===== config.mk =====
export PLATFORM = sky130hd
export DESIGN_NAME = vid_timing_seq
export DESIGN_NICKNAME = d
export VERILOG_FILES = /design/src/rtl/vts_pkg.sv /design/src/rtl/vts_hcnt.sv /design/src/rtl/vts_vfsm.sv /design/src/rtl/vts_irq.sv /design/src/rtl/vid_timing_seq.sv
export SDC_FILE = /design/constraint.sdc
export NUM_CORES = 1
export LEC_CHECK = 0
export ABC_AREA = 1
export BUFFER_PORTS_ARGS = -buffer_cell sky130_fd_sc_hd__buf_4
export CELL_PAD_IN_SITES_DETAIL_PLACEMENT = 1
export CELL_PAD_IN_SITES_GLOBAL_PLACEMENT = 1
export CORE_MARGIN = 5
export CORE_UTILIZATION = 46
export DETAILED_ROUTE_END_ITERATION = 8
export GPL_TIMING_DRIVEN = 0
export PLACE_DENSITY_LB_ADDON = 0.25
export SLEW_MARGIN = 0
export SYNTH_ARGS = -nofsm -noshare
export SYNTH_HDL_FRONTEND = slang
export SYNTH_HIERARCHICAL = 1
export SYNTH_SLANG_ARGS = --single-unit

===== constraint.sdc =====
create_clock -name clk_i -period 12.5 [get_ports clk_i]
set_input_delay 2.5 -clock clk_i [delete_from_list [all_inputs] [get_ports clk_i]]
set_output_delay 2.5 -clock clk_i [all_outputs]
set_load 0.1 [all_outputs]

===== src/rtl/vts_pkg.sv =====
package vts_pkg;
  localparam int unsigned CNT_W = 12;
  localparam int unsigned ST_W  = 10;

  localparam int unsigned BIT_SYNC = 4;
  localparam int unsigned BIT_BP   = 5;
  localparam int unsigned BIT_ACT  = 6;
  localparam int unsigned BIT_FPS  = 7;
  localparam int unsigned BIT_FPE  = 8;
  localparam int unsigned BIT_IDLE = 9;

  typedef enum logic [2:0] {
    V_IDLE, V_START, V_FP, V_SYNC, V_BP, V_ACT
  } vstate_e;

  typedef struct packed {
    logic [CNT_W-1:0] h_sync;
    logic [CNT_W-1:0] h_bp;
    logic [CNT_W-1:0] h_act;
    logic [CNT_W-1:0] h_fp;
    logic [CNT_W-1:0] v_sync;
    logic [CNT_W-1:0] v_bp;
    logic [CNT_W-1:0] v_act;
    logic [CNT_W-1:0] v_fp;
  } timing_cfg_t;
endpackage


===== src/rtl/vts_hcnt.sv =====
module vts_hcnt
  import vts_pkg::*;
(
  input  logic             clk_i,
  input  logic             rst_ni,
  input  logic             run_i,
  input  logic [CNT_W-1:0] sync_len_i,
  input  logic [CNT_W-1:0] bp_len_i,
  input  logic [CNT_W-1:0] act_len_i,
  input  logic [CNT_W-1:0] fp_len_i,
  output logic             hsync_o,
  output logic             act_o,
  output logic             fp_pt_o,
  output logic             last_act_o
);
  localparam int unsigned HW = CNT_W + 2;

  logic [HW-1:0] h_cnt_q;
  logic [HW-1:0] act_beg, fp_beg, h_total;

  always_comb begin
    act_beg = HW'(sync_len_i) + HW'(bp_len_i);
    fp_beg  = act_beg + HW'(act_len_i);
    h_total = fp_beg + HW'(fp_len_i);
  end

  always_ff @(posedge clk_i or negedge rst_ni) begin
    if (!rst_ni)                        h_cnt_q <= '0;
    else if (!run_i)                    h_cnt_q <= '0;
    else if (h_cnt_q == h_total - 1'b1) h_cnt_q <= '0;
    else                                h_cnt_q <= h_cnt_q + 1'b1;
  end

  assign hsync_o    = run_i && (h_cnt_q < HW'(sync_len_i));
  assign act_o      = run_i && (h_cnt_q >= act_beg) && (h_cnt_q < fp_beg);
  assign fp_pt_o    = run_i && (h_cnt_q == fp_beg);
  assign last_act_o = run_i && (h_cnt_q == fp_beg - 1'b1);

  p_hcnt_range_r3: assert property (@(posedge clk_i) disable iff (!rst_ni)
    run_i |-> (h_cnt_q < h_total));
  p_hsync_not_active_r3: assert property (@(posedge clk_i) disable iff (!rst_ni)
    hsync_o |-> !act_o);
endmodule


===== src/rtl/vts_vfsm.sv =====
module vts_vfsm
  import vts_pkg::*;
(
  input  logic             clk_i,
  input  logic             rst_ni,
  input  logic             en_i,
  input  logic             fp_pt_i,
  input  logic [CNT_W-1:0] sync_len_i,
  input  logic [CNT_W-1:0] bp_len_i,
  input  logic [CNT_W-1:0] act_len_i,
  input  logic [CNT_W-1:0] fp_len_i,
  output vstate_e          state_o,
  output logic             last_line_o,
  output logic             start_o,
  output logic [ST_W-1:0]  evt_o
);
  vstate_e          st_q, st_d;
  logic [CNT_W-1:0] v_cnt_q, cur_len;
  logic             last_line, counting, start_q;

  always_comb begin
    unique case (st_q)
      V_FP:    cur_len = fp_len_i;
      V_SYNC:  cur_len = sync_len_i;
      V_BP:    cur_len = bp_len_i;
      V_ACT:   cur_len = act_len_i;
      default: cur_len = '1;
    endcase
  end

  assign counting  = (st_q == V_FP) || (st_q == V_SYNC) || (st_q == V_BP) || (st_q == V_ACT);
  assign last_line = counting && (v_cnt_q == cur_len - 1'b1);

  // vertical moves happen only at the first front-porch pixel of a line
  always_comb begin
    st_d  = st_q;
    evt_o = '0;
    if (!en_i) begin
      if (st_q != V_IDLE) begin
        st_d            = V_IDLE;
        evt_o[BIT_IDLE] = 1'b1;
      end
    end else begin
      unique case (st_q)
        V_IDLE:  st_d = V_START;
        V_START: if (fp_pt_i) st_d = V_FP;
        V_FP: if (fp_pt_i && last_line) begin
          st_d            = V_SYNC;
          evt_o[BIT_FPE]  = 1'b1;
          evt_o[BIT_SYNC] = 1'b1;
        end
        V_SYNC: if (fp_pt_i && last_line) begin
          st_d          = V_BP;
          evt_o[BIT_BP] = 1'b1;
        end
        V_BP: if (fp_pt_i && last_line) begin
          st_d           = V_ACT;
          evt_o[BIT_ACT] = 1'b1;
        end
        V_ACT: if (fp_pt_i && last_line) begin
          st_d           = V_FP;
          evt_o[BIT_FPS] = 1'b1;
        end
        default: st_d = V_IDLE;
      endcase
    end
  end

  always_ff @(posedge clk_i or negedge rst_ni) begin
    if (!rst_ni) begin
      st_q    <= V_IDLE;
      v_cnt_q <= '0;
      start_q <= 1'b0;
    end else begin
      st_q    <= st_d;
      start_q <= (st_q == V_IDLE) && en_i;
      if (st_d != st_q)           v_cnt_q <= '0;
      else if (fp_pt_i && counting) v_cnt_q <= v_cnt_q + 1'b1;
    end
  end

  assign state_o     = st_q;
  assign last_line_o = last_line;
  assign start_o     = start_q;

  p_idle_on_disable_r6: assert property (@(posedge clk_i) disable iff (!rst_ni)
    !en_i |=> (st_q == V_IDLE));
  p_vcnt_bound_r2: assert property (@(posedge clk_i) disable iff (!rst_ni)
    counting |-> (v_cnt_q < cur_len));
  p_sync_after_fp_r2: assert property (@(posedge clk_i) disable iff (!rst_ni)
    (st_q == V_SYNC && $past(st_q) != V_SYNC) |-> ($past(st_q) == V_FP));
  p_start_pulse_r7: assert property (@(posedge clk_i) disable iff (!rst_ni)
    start_q |-> (st_q == V_START));
endmodule


===== src/rtl/vts_irq.sv =====
module vts_irq
  import vts_pkg::*;
(
  input  logic            clk_i,
  input  logic            rst_ni,
  input  logic [ST_W-1:0] evt_i,
  input  logic [ST_W-1:0] clr_i,
  input  logic [ST_W-1:0] mask_i,
  output logic [ST_W-1:0] status_o,
  output logic            irq_o
);
  logic [ST_W-1:0] status_q;

  // set beats clear in the same cycle
  always_ff @(posedge clk_i or negedge rst_ni) begin
    if (!rst_ni) status_q <= '0;
    else         status_q <= (status_q & ~clr_i) | evt_i;
  end

  assign status_o = status_q;
  assign irq_o    = |(status_q & mask_i);

  p_sticky_r9: assert property (@(posedge clk_i) disable iff (!rst_ni)
    1'b1 |=> ((status_q & $past(status_q & ~clr_i)) == $past(status_q & ~clr_i)));
  p_set_seen_r4: assert property (@(posedge clk_i) disable iff (!rst_ni)
    (|evt_i) |=> ((status_q & $past(evt_i)) == $past(evt_i)));
endmodule


===== src/rtl/vid_timing_seq.sv =====
module vid_timing_seq
  import vts_pkg::*;
(
  input  logic             clk_i,
  input  logic             rst_ni,
  input  logic             en_i,
  input  logic [CNT_W-1:0] h_sync_len_i,
  input  logic [CNT_W-1:0] h_bp_len_i,
  input  logic [CNT_W-1:0] h_act_len_i,
  input  logic [CNT_W-1:0] h_fp_len_i,
  input  logic [CNT_W-1:0] v_sync_len_i,
  input  logic [CNT_W-1:0] v_bp_len_i,
  input  logic [CNT_W-1:0] v_act_len_i,
  input  logic [CNT_W-1:0] v_fp_len_i,
  input  logic [ST_W-1:0]  irq_mask_i,
  input  logic [ST_W-1:0]  status_clr_i,
  output logic             hsync_o,
  output logic             vsync_o,
  output logic             de_o,
  output logic             frame_start_o,
  output logic             line_req_o,
  output logic             irq_o,
  output logic [ST_W-1:0]  status_o
);
  timing_cfg_t     cfg_q;
  vstate_e         st;
  logic            last_line, start_pls;
  logic            h_sync, h_act, h_fp_pt, h_last_act;
  logic [ST_W-1:0] evt;

  // lengths follow the inputs only while idle
  always_ff @(posedge clk_i or negedge rst_ni) begin
    if (!rst_ni) begin
      cfg_q <= '{default: CNT_W'(1)};
    end else if (st == V_IDLE) begin
      cfg_q.h_sync <= h_sync_len_i;
      cfg_q.h_bp   <= h_bp_len_i;
      cfg_q.h_act  <= h_act_len_i;
      cfg_q.h_fp   <= h_fp_len_i;
      cfg_q.v_sync <= v_sync_len_i;
      cfg_q.v_bp   <= v_bp_len_i;
      cfg_q.v_act  <= v_act_len_i;
      cfg_q.v_fp   <= v_fp_len_i;
    end
  end

  vts_hcnt u_hcnt (
    .clk_i      (clk_i),
    .rst_ni     (rst_ni),
    .run_i      (st != V_IDLE),
    .sync_len_i (cfg_q.h_sync),
    .bp_len_i   (cfg_q.h_bp),
    .act_len_i  (cfg_q.h_act),
    .fp_len_i   (cfg_q.h_fp),
    .hsync_o    (h_sync),
    .act_o      (h_act),
    .fp_pt_o    (h_fp_pt),
    .last_act_o (h_last_act)
  );

  vts_vfsm u_vfsm (
    .clk_i       (clk_i),
    .rst_ni      (rst_ni),
    .en_i        (en_i),
    .fp_pt_i     (h_fp_pt),
    .sync_len_i  (cfg_q.v_sync),
    .bp_len_i    (cfg_q.v_bp),
    .act_len_i   (cfg_q.v_act),
    .fp_len_i    (cfg_q.v_fp),
    .state_o     (st),
    .last_line_o (last_line),
    .start_o     (start_pls),
    .evt_o       (evt)
  );

  vts_irq u_irq (
    .clk_i    (clk_i),
    .rst_ni   (rst_ni),
    .evt_i    (evt),
    .clr_i    (status_clr_i),
    .mask_i   (irq_mask_i),
    .status_o (status_o),
    .irq_o    (irq_o)
  );

  assign hsync_o       = h_sync;
  assign vsync_o       = (st == V_SYNC);
  assign de_o          = (st == V_ACT) && h_act;
  assign frame_start_o = start_pls || ((st == V_ACT) && last_line && h_last_act);
  assign line_req_o    = h_last_act &&
                         (((st == V_BP) && last_line) || ((st == V_ACT) && !last_line));

  p_req_fs_excl_r8: assert property (@(posedge clk_i) disable iff (!rst_ni)
    !(line_req_o && frame_start_o));
  p_de_outside_sync_r3: assert property (@(posedge clk_i) disable iff (!rst_ni)
    de_o |-> (!vsync_o && !hsync_o));
  p_fs_on_pixel_r7: assert property (@(posedge clk_i) disable iff (!rst_ni)
    (frame_start_o && st != V_START) |-> de_o);
  p_de_ends_after_fs_r7: assert property (@(posedge clk_i) disable iff (!rst_ni)
    (frame_start_o && st != V_START) |=> !de_o);
endmodule


# == Yosys cells after proc, flatten, opt, wreduce, memory -nomap -nowiden ==
# Index checks and enable logic that the tools add are counted.
# totals
regBits,136
latch_bits,0
mem_bits_rw,0
rom_bits,0
input_bits,119
output_inout_bits,16
wordCells,84
memories,0
# op_classes
n_addsub,8
n_mul,0
n_div,0
order_cmp,3
n_eq_ne,10
shifts,0
n_mux,21
bitwise,4
n_reduce_logical,25
# op_table
cell,n
$pmux W12 S4,1
$eq A14 B14 Y1,3
$add A14 B12 Y14,2
$mux W14,2
$sub A14 B1 Y14 const B,2
$mux W12,2
$mux W3,7
$and A10 B10 Y10,2
$pmux W3 S6,1
$logic_and A1 B1 Y1,15
$add A14 B1 Y14 const B,1
$ge A14 B14 Y1,1
$lt A14 B12 Y1,1
$lt A14 B14 Y1,1
$add A12 B12 Y13,1
$add A12 B1 Y12 const B,1
$eq A12 B12 Y1,1
$sub A12 B1 Y12 const B,1
$not A10 Y10,1
$or A10 B10 Y10,1
$reduce_or A10 Y1,1
$mux W1,7
$eq A3 B2 Y1 const B,2
$eq A3 B3 Y1 const B,2
other kinds (8),12

# == Depth between registers and ports, before layout ==
# Gate-level depths: netlist of run 1.
# depth
depth_word,11
depth_mapped,35
depth_no_buf,34

# == Hierarchy ==
# The synthesis of run 1 kept the hierarchy.
# modules_own_cells
module,instances,cells_per_inst,area_per_inst_um2,seq_area_each_um2
vts_hcnt,1,742,4529.3,350.3
vid_timing_seq,1,433,3834.9,2412.3
vts_vfsm,1,369,2134.5,400.4
vts_irq,1,49,435.4,250.2

# == Worst setup path after synthesis of run 1 ==
# No wires, ideal clock.
# synth_path
kind,register to output
start,register cfg_q[84] (netlist bit)
end,output de_o
t_arrival_ps,5746
required_time_ps,10000
setup_slack_ps,4254
stages_incl_launch_ff,26
path_buffers,0
cell_sequence,dfstp_2 ha_1 inv_1 fa_1 nor2_1 nor2_2 inv_2 a21oi_1 o21bai_1 xor2_1 inv_1 ha_1 nand2_1 inv_1 a21oi_1 nand3_2 nand2_2 nand2_1 nand2_2 ha_1 a211oi_1 nand2_1 a31oi_1 nand2_1 nor2_1 nor3b_1
# synth_between
elab_chain_cells,5
word_cells_on_any_way,7
classes_between,add/sub (2); order compare (2); reduce/logical (3)
# synth_rtl
element,line,source
from (decl),vid_timing_seq.sv:25,timing_cfg_t cfg_q;
$add A12 B12 Y13 (*),vts_hcnt.sv:22,act_beg = HW'(sync_len_i) + HW'(bp_len_i);
$add A14 B12 Y14 / $ge A14 B14 Y1 (equally long branches),"vts_hcnt.sv:23, vts_hcnt.sv:35",
$lt A14 B14 Y1 / $logic_and A1 B1 Y1 (equally long branches),vts_hcnt.sv:35,assign act_o = run_i && (h_cnt_q >= act_beg) && (h_cnt_q < fp_beg);
$logic_and A1 B1 Y1 (*),vts_hcnt.sv:35,
named net h_act,vid_timing_seq.sv:28,"logic h_sync, h_act, h_fp_pt, h_last_act;"
$logic_and A1 B1 Y1 (*),vid_timing_seq.sv:88,assign de_o = (st == V_ACT) && h_act;
to (decl),vid_timing_seq.sv:19,"output logic de_o,"
# The timed path passes the listed nets; every way through them passes the cells marked *.

# == Worst setup path after layout of run 1 ==
# Ends and elaborated chain as after synthesis.

==> results.md, run 1 <==
- Routed wire length: 36300 um
- Worst Setup Start Kind: register
- Initial Utilization: 0.466
- Gpl congestion: 0.891
- Status: complete, no violations
- Max_slew headroom: 0.505
- CTS sink cnt: 136
- Asr flop ratio synth: 1.00
- WL per Instance: 17.5 um
- Yosys reg bits: 136
- RSZ-0062 raised after global routing: no
- Mapped Area: 10900 um2
- Gr usage total: 0.274
- Clock Pin Slew Worst Setup and Hold Paths: 0.08 ns
- Total number of yosys warnings: 6
- Total number of vias: 11200
- Drt first pass iters: 5
- Psw: 1.10 mW
- Area leader, netlist: dfrtp_1
- Fraction of power consumed by sequential logic: 0.221
- Initial DRC count: 651
- Pleak: 6.91 nW
- Gate power share: 0.553
- Seq/Total Area, Yosys: 0.312
- DR vias/cell: 5.38
- Final ANT Viol Nets: 0
- Slew Viols, Final: 0
- CP endpoint kind: output port
- Reg2reg start: cfg_q[84]
- Largest cells by area after synthesis: dfrtp_1 29%, nand2_1 18%, ha_1 9.6%
- Ports: 135
- Clk buf depth: 2
- Nets@finish: 1955
- Syn avg cell area: 6.86 um2
- Worst-Margin Slew: 0.743 ns
- DRC violations left: 0
- CTS Hold Bufs: 0
- R2r setup slk: 6.67 ns
- Final Hold Viols: 0
- Synth Flop Type: dfrtp_1
- Fin Setup TNS: 0 ns
- Port-buffer cells: 133
- Share of the synthesized area in the top cell type: 0.293
- Multi-input logic area: 6490 um2
- FF-to-FF End: u_vfsm/v_cnt_q[0]
- Peak Freq: 128 MHz
- Worst VDD drop: 0.122 mV
- Postcts setup bufs: 0
- Die Height: 164 um
- Int Power: 1.20 mW
- EDFF count, synth: 0
- Unique masters post-synth: 48
- Final setup fails: 0
- N_diodes: 0
- Arr. time, crit path: 5.33 ns
- Cells after Synth: 1593
- Chip width: 164 um
- Max-cap violation count: 0
- Largest net degree at the start of global routing: 77
- Switching Fraction: 0.478
- First-pass GRT wire length: 58900 um
- Post-route cell area: 13000 um2
- Critical path class: register to output port
- Final-layout fill cell count: 3096
- Power Dens Cells: 177 nW/um2
- Crit path launch: cfg_q[84]
- Register area: 3410 um2
- Layout overhead on the synthesized area: 18.7%
- Hold Crit Class: register to register
- Placed cell area: 12400 um2
- CP Max Fanout: 5
- Tmin final: 7.83 ns
- Clock insertion delay at the later pin of the skew report: 0.44 ns
- Clk pwr share: 0.226
- Vias in the first global route: 11800
- CTS tree: done
- CP required: 10.00 ns
- Num CTS Buffers: 17
- # rows: 56
- Core Area: 23500 um2
- R2R cell count: 33
- CP Capture Point: de_o
- Clock skew: 0.0145 ns
- Crit share post-route: 0.626
- CTS root buf: clkbuf_16
- Post-CTS sizing: 0
- Initial antenna violation count: 0
- H-tree Lvls: 4
- Detailed Place HPWL: 28500 um
- Grt ovf: 0
- Die area: 27000 um2
- Share of layout cells above drive strength 1: 0.172
==> cells in the mapped netlist, drive strengths merged (3+ instances only) <==
cell type  number
a21oi          44
nor2          145
nor3           15
o211ai          3
ha             84
dfrtp         128
nand4          30
clkbuf         11
nor4            4
o21ai          21
dfstp           8
nand3         221
a31oi           5
fa              3
nand3b          6
a21o            3
or2             5
inv           202
o21bai         15
nand2         539
xnor2          11
buf            38
xor2           43
==> worst min path at each step <==
stage,start,endpoint,cells past startpoint
2_1_floorplan,cfg_q[18],cfg_q[18],2
4_1_cts,cfg_q[36],cfg_q[36],2
3_5_place_dp,cfg_q[36],cfg_q[36],2
5_1_grt,cfg_q[36],cfg_q[36],2
6_report,cfg_q[36],cfg_q[36],2
3_3_place_gp,cfg_q[48],cfg_q[48],2
==> power groups by stage <==
stage / combinational [mW] / clock (mW) / sequential (mW)
after CTS: 1.27 / 0.528 / 0.508
final: 1.27 / 0.519 / 0.509
after floorplan: 0.939 / 0 / 0.513
after global placement: 1.19 / 0 / 0.514
after global routing: 1.44 / 0.547 / 0.512
after detailed placement: 1.26 / 0 / 0.515
==> layout make-up <==
cell class	instances	share of cell area
Inverter	202	0.0584
Tap cell	319	0.0308
Multi-Input combinational cell	1209	0.500
Clock buffer	17	0.0328
Buffer	49	0.0218
Timing Repair Buffer	134	0.0794
Sequential cell	136	0.263
Clock inverter	15	0.0134
==> cells in the final DEF, fill, tap and decap left out, types with 11 or more instances in the layout <==
master	n
clkbuf_16	17
nand3_1	207
nor2_2	34
ha_1	84
dfrtp_1	128
nand3_2	13
a21oi_1	42
o21ai_0	16
nand2_2	21
nor2_1	107
o21bai_1	15
inv_2	13
nor3_1	14
inv_1	189
nand2_1	517
buf_2	16
nand4_1	30
clkbuf_1	11
xor2_1	43
buf_4	143
==> through the flow <==
stage | std cells | worst slack, ns | util | hold WS (ns) | total power [mW]
after CTS | 2081 | 4.69 | 0.553 | 0.471 | 2.31
after detailed placement | 2049 | 5.22 | 0.527 | 0.460 | 1.78
after floorplan | 1596 | 4.25 | - | 0.442 | 1.45
final | 2081 | 4.67 | 0.553 | 0.472 | 2.30
after global placement | 2048 | 5.26 | 0.526 | 0.454 | 1.70
after global routing | 2081 | 4.22 | 0.553 | 0.483 | 2.50
==> critical path, cell delays in order (launching register included) <==
cell and delay, ns:
dfstp_2 0.56, ha_1 0.19, inv_1 0.06, fa_1 0.39, nor2_1 0.15, nor2_2 0.06, inv_2 0.07, a21oi_1 0.10
o21bai_1 0.17, xor2_1 0.24, inv_1 0.07, ha_1 0.36, nand2_1 0.09, nor2_1 0.15, nand3_1 0.16, nand3_2 0.12
nand2_2 0.07, nand2_1 0.08, nand2_2 0.07, ha_1 0.32, a211oi_1 0.22, nand2_1 0.08, a31oi_1 0.15, nand2_1 0.09
nor2_1 0.12, nor3b_1 0.36, buf_4 0.37
==> state kept, by name, summed over array words and instances, names as in the netlist <==
| register | flops |
|---|---|
| u_irq/status_o | 10 |
| u_vfsm/v_cnt_q | 12 |
| u_vfsm/state_o | 3 |
| cfg_q | 96 |
| u_hcnt/h_cnt_q | 14 |
| u_vfsm/start_o | 1 |
==> per-layer routing <==
metal  part of all wire  global-route usage  up-vias
met5                  0                   0        -
li1                   -                   -     5400
met4              0.020              0.0751        0
met2               0.47               0.454      283
met3              0.054              0.0394       46
met1               0.46               0.374     5466
==> kinds of logic (layout without fill, tap and decap cells) <==
logic type	after synthesis	after routing	share of synthesized area
adders and majority gates	87	87	0.102
and+or+nand+nor	968	968	0.395
buffers and inverters	251	417	0.0952
xor gates and xnor gates	54	54	0.0439
AOI/OAI and AO/OA	96	96	0.0521
other	1	4	0.000343
DFF	136	136	0.312
Note: power is estimated with default switching activity, not from simulation.
==> run 2, diff against run 1 <==
CORE_UTILIZATION = 43   (was 46)
clock period = 7.8 ns   (was 12.5 ns; I/O delays follow)
==> run 2 against run 1 <==
  * Routed wire length decreased by 2.3%
  * Worst hold slack got worse by 0.0042 ns
  * Cell area rose by 0.19%
  * Combinational power up 61%
  * Critical path type unchanged
  * Critical endpoint unchanged
==> results.md, run 2 (synthesized netlist as in run 1, its figures left out) <==
- Drt first pass iters: 4 (was 5)
- Critical path class: register to output port (unchanged)
- CTS sink cnt: 136 (unchanged)
- Peak Freq: 142 MHz
- DR vias/cell: 5.29 (was 5.38)
- Fin Setup TNS: 0 ns (unchanged)
- CP Capture Point: de_o (unchanged)
- Most common cell after layout, fill and taps aside: nand2_1 (unchanged)
- Clock insertion delay at the later pin of the skew report: 0.44 ns (about the same)
- Psw: 1.76 mW (was 1.10 mW)
- Final setup fails: 0 (unchanged)
- Postcts setup bufs: 0 (unchanged)
- Power Dens Cells: 288 nW/um2 (was 177 nW/um2)
- WL per Instance: 17.0 um (was 17.5 um)
- CTS root buf: clkbuf_16 (unchanged)
- Final Hold Viols: 0 (unchanged)
- Final Non-Filler Cells: 2092 (was 2081)
- Final-layout fill cell count: 3360 (was 3096)
- Post-CTS sizing: 0 (unchanged)
- Most frequent cells in the layout: 517 x nand2_1, 207 x nand3_1, 189 x inv_1, 143 x buf_4, 128 x dfrtp_1 (unchanged)
- Ports: 135 (unchanged)
- Gr usage total: 0.247 (was 0.274)
- Largest net degree at the start of global routing: 72 (was 77)
- Clock skew: 0.0198 ns (was 0.0145 ns)
- Largest register FFs: 96 (unchanged)
- Slew Viols, Final: 0 (unchanged)
- Initial antenna violation count: 0 (unchanged)
- Routed wire length: 35500 um (was 36300 um)
- DRC violations left: 0 (unchanged)
- FF-to-FF End: u_vfsm/v_cnt_q[7] (was u_vfsm/v_cnt_q[0])
- CTS tree: done (unchanged)
- Max-cap violation count: 0 (unchanged)
- First-pass GRT wire length: 57600 um (was 58900 um)
- Share of layout cells above drive strength 1: 0.172 (unchanged)
- Reg2reg start: cfg_q[86] (was cfg_q[84])
- Worst-Margin Slew: 0.696 ns (was 0.743 ns)
- Pleak: 6.92 nW (was 6.91 nW)
- Hold Crit Class: register to register (unchanged)
- Num CTS Buffers: 17 (unchanged)
- Leading registers by flop count: cfg_q (96), u_hcnt/h_cnt_q (14), u_vfsm/v_cnt_q (12) (unchanged)
- Core Area: 25100 um2 (was 23500 um2)
- Fraction of power consumed by sequential logic: 0.217 (was 0.221)
- Worst Setup Start Kind: register (unchanged)
- Initial Utilization: 0.435 (was 0.466)
- CP Max Fanout: 5 (unchanged)
- CP required: 6.24 ns (was 10.00 ns)
- H-tree Lvls: 4 (unchanged)
- Inst Count DP: 2060 (was 2049)
- Gpl congestion: 0.893 (was 0.891)
- CTS Hold Bufs: 0 (unchanged)
- Grt ovf: 0 (unchanged)
- Tmin final: 7.04 ns
- Initial DRC count: 666 (was 651)
- R2R cell count: 31 (was 33)
- Die area: 28700 um2 (was 27000 um2)
- N_diodes: 0 (unchanged)
- Clk pwr share: 0.234 (was 0.226)
- Status: complete, no violations (unchanged)
- CP endpoint kind: output port (unchanged)
- Top reg by flops: cfg_q (unchanged)
- Layout overhead on the synthesized area: 18.9% (was 18.7%)
- Pwr Total: 3.74 mW (was 2.30 mW)
- Switching Fraction: 0.471 (was 0.478)
- Arr. time, crit path: 5.48 ns (was 5.33 ns)
- Port-buffer cells: 133 (unchanged)
- Detailed Place HPWL: 28400 um (was 28500 um)
- RSZ-0062 raised after global routing: no (unchanged)
- Max_slew headroom: 0.536 (was 0.505)
- Total number of vias: 11100 (was 11200)
- Final ANT Viol Nets: 0 (unchanged)
- Int Power: 1.98 mW (was 1.20 mW)
- Clk buf depth: 2 (unchanged)
- Die Height: 169 um (was 164 um)
- # rows: 58 (was 56)
- Crit path launch: cfg_q[86] (was cfg_q[84])
- Chip width: 169 um (was 164 um)
- Gate power share: 0.549 (was 0.553)
- Worst VDD drop: 0.257 mV (was 0.122 mV)
- Nets@finish: 1955 (unchanged)
- Vias in the first global route: 11500 (was 11800)
- R2r setup slk: 2.02 ns (was 6.67 ns)
- Clock Pin Slew Worst Setup and Hold Paths: 0.07 ns (was 0.08 ns)
- Crit share post-route: 0.902
## run 2: how the worst min path moves through the flow
stage | start | to | slack [ns] | depth (start not counted)
3_3_place_gp | cfg_q[48] | cfg_q[48] | 0.45 | 2
6_report | cfg_q[48] | cfg_q[48] | 0.47 | 2
3_5_place_dp | cfg_q[48] | cfg_q[48] | 0.46 | 2
5_1_grt | cfg_q[48] | cfg_q[48] | 0.48 | 2
2_1_floorplan | cfg_q[18] | cfg_q[18] | 0.44 | 2
4_1_cts | cfg_q[48] | cfg_q[48] | 0.47 | 2
## run 2: layout make-up
type,count,area (um2),share of cell area
multi-input combinational,1209,6490,0.499
sequential,136,3410,0.263
timing repair buffer,134,1030,0.0792
inverter,202,758,0.0583
clock buffer,17,425,0.0327
tap,330,413,0.0318
buffer,49,283,0.0218
clock inverter,15,185,0.0142
## run 2: critical path, cell delays in order, from the launching register on
cell and delay, ns:
dfrtp_1 0.42, ha_1 0.38, a21oi_1 0.15, nand2_1 0.11
a21oi_1 0.25, o21ai_0 0.23, a21oi_1 0.30, o21bai_1 0.12
xor2_1 0.18, ha_1 0.40, inv_1 0.11, nor3_1 0.19
nand2_1 0.09, nand2_1 0.10, nand2_1 0.09, nand2_2 0.10
inv_1 0.09, ha_1 0.20, a211oi_1 0.23, nand2_1 0.08
a31oi_1 0.14, nand2_1 0.08, nor2_1 0.13, nor3b_1 0.49
buf_4 0.39
## run 2: power by group through the flow
stage               Combinational, mW  Sequential (mW)  Clock [mW]
CTS                              2.04            0.812       0.882
global route                     2.32            0.820       0.917
detailed placement               2.02            0.825           0
finish                           2.05            0.812       0.873
floorplan                        1.50            0.822           0
global placement                 1.91            0.822           0
## run 2: layer usage
metal  global-route usage  vias up  share of wire
met1                0.347     5389           0.48
met4               0.0728        0          0.021
li1                     -     5402              -
met5                    0        -              0
met3               0.0280       38          0.044
met2                0.405      245           0.45
## run 2: stage by stage
| step | utilization | hold slack (ns) | setup slack [ns] | instance area [um2] |
|---|---|---|---|---|
| after floorplan | - | 0.442 | 0.494 | 10900 |
| after global placement | 0.492 | 0.452 | 1.46 | 12400 |
| after detailed placement | 0.493 | 0.457 | 1.40 | 12400 |
| after CTS | 0.518 | 0.468 | 0.892 | 13000 |
| after global routing | 0.518 | 0.479 | 0.464 | 13000 |
| final | 0.518 | 0.468 | 0.764 | 13000 |
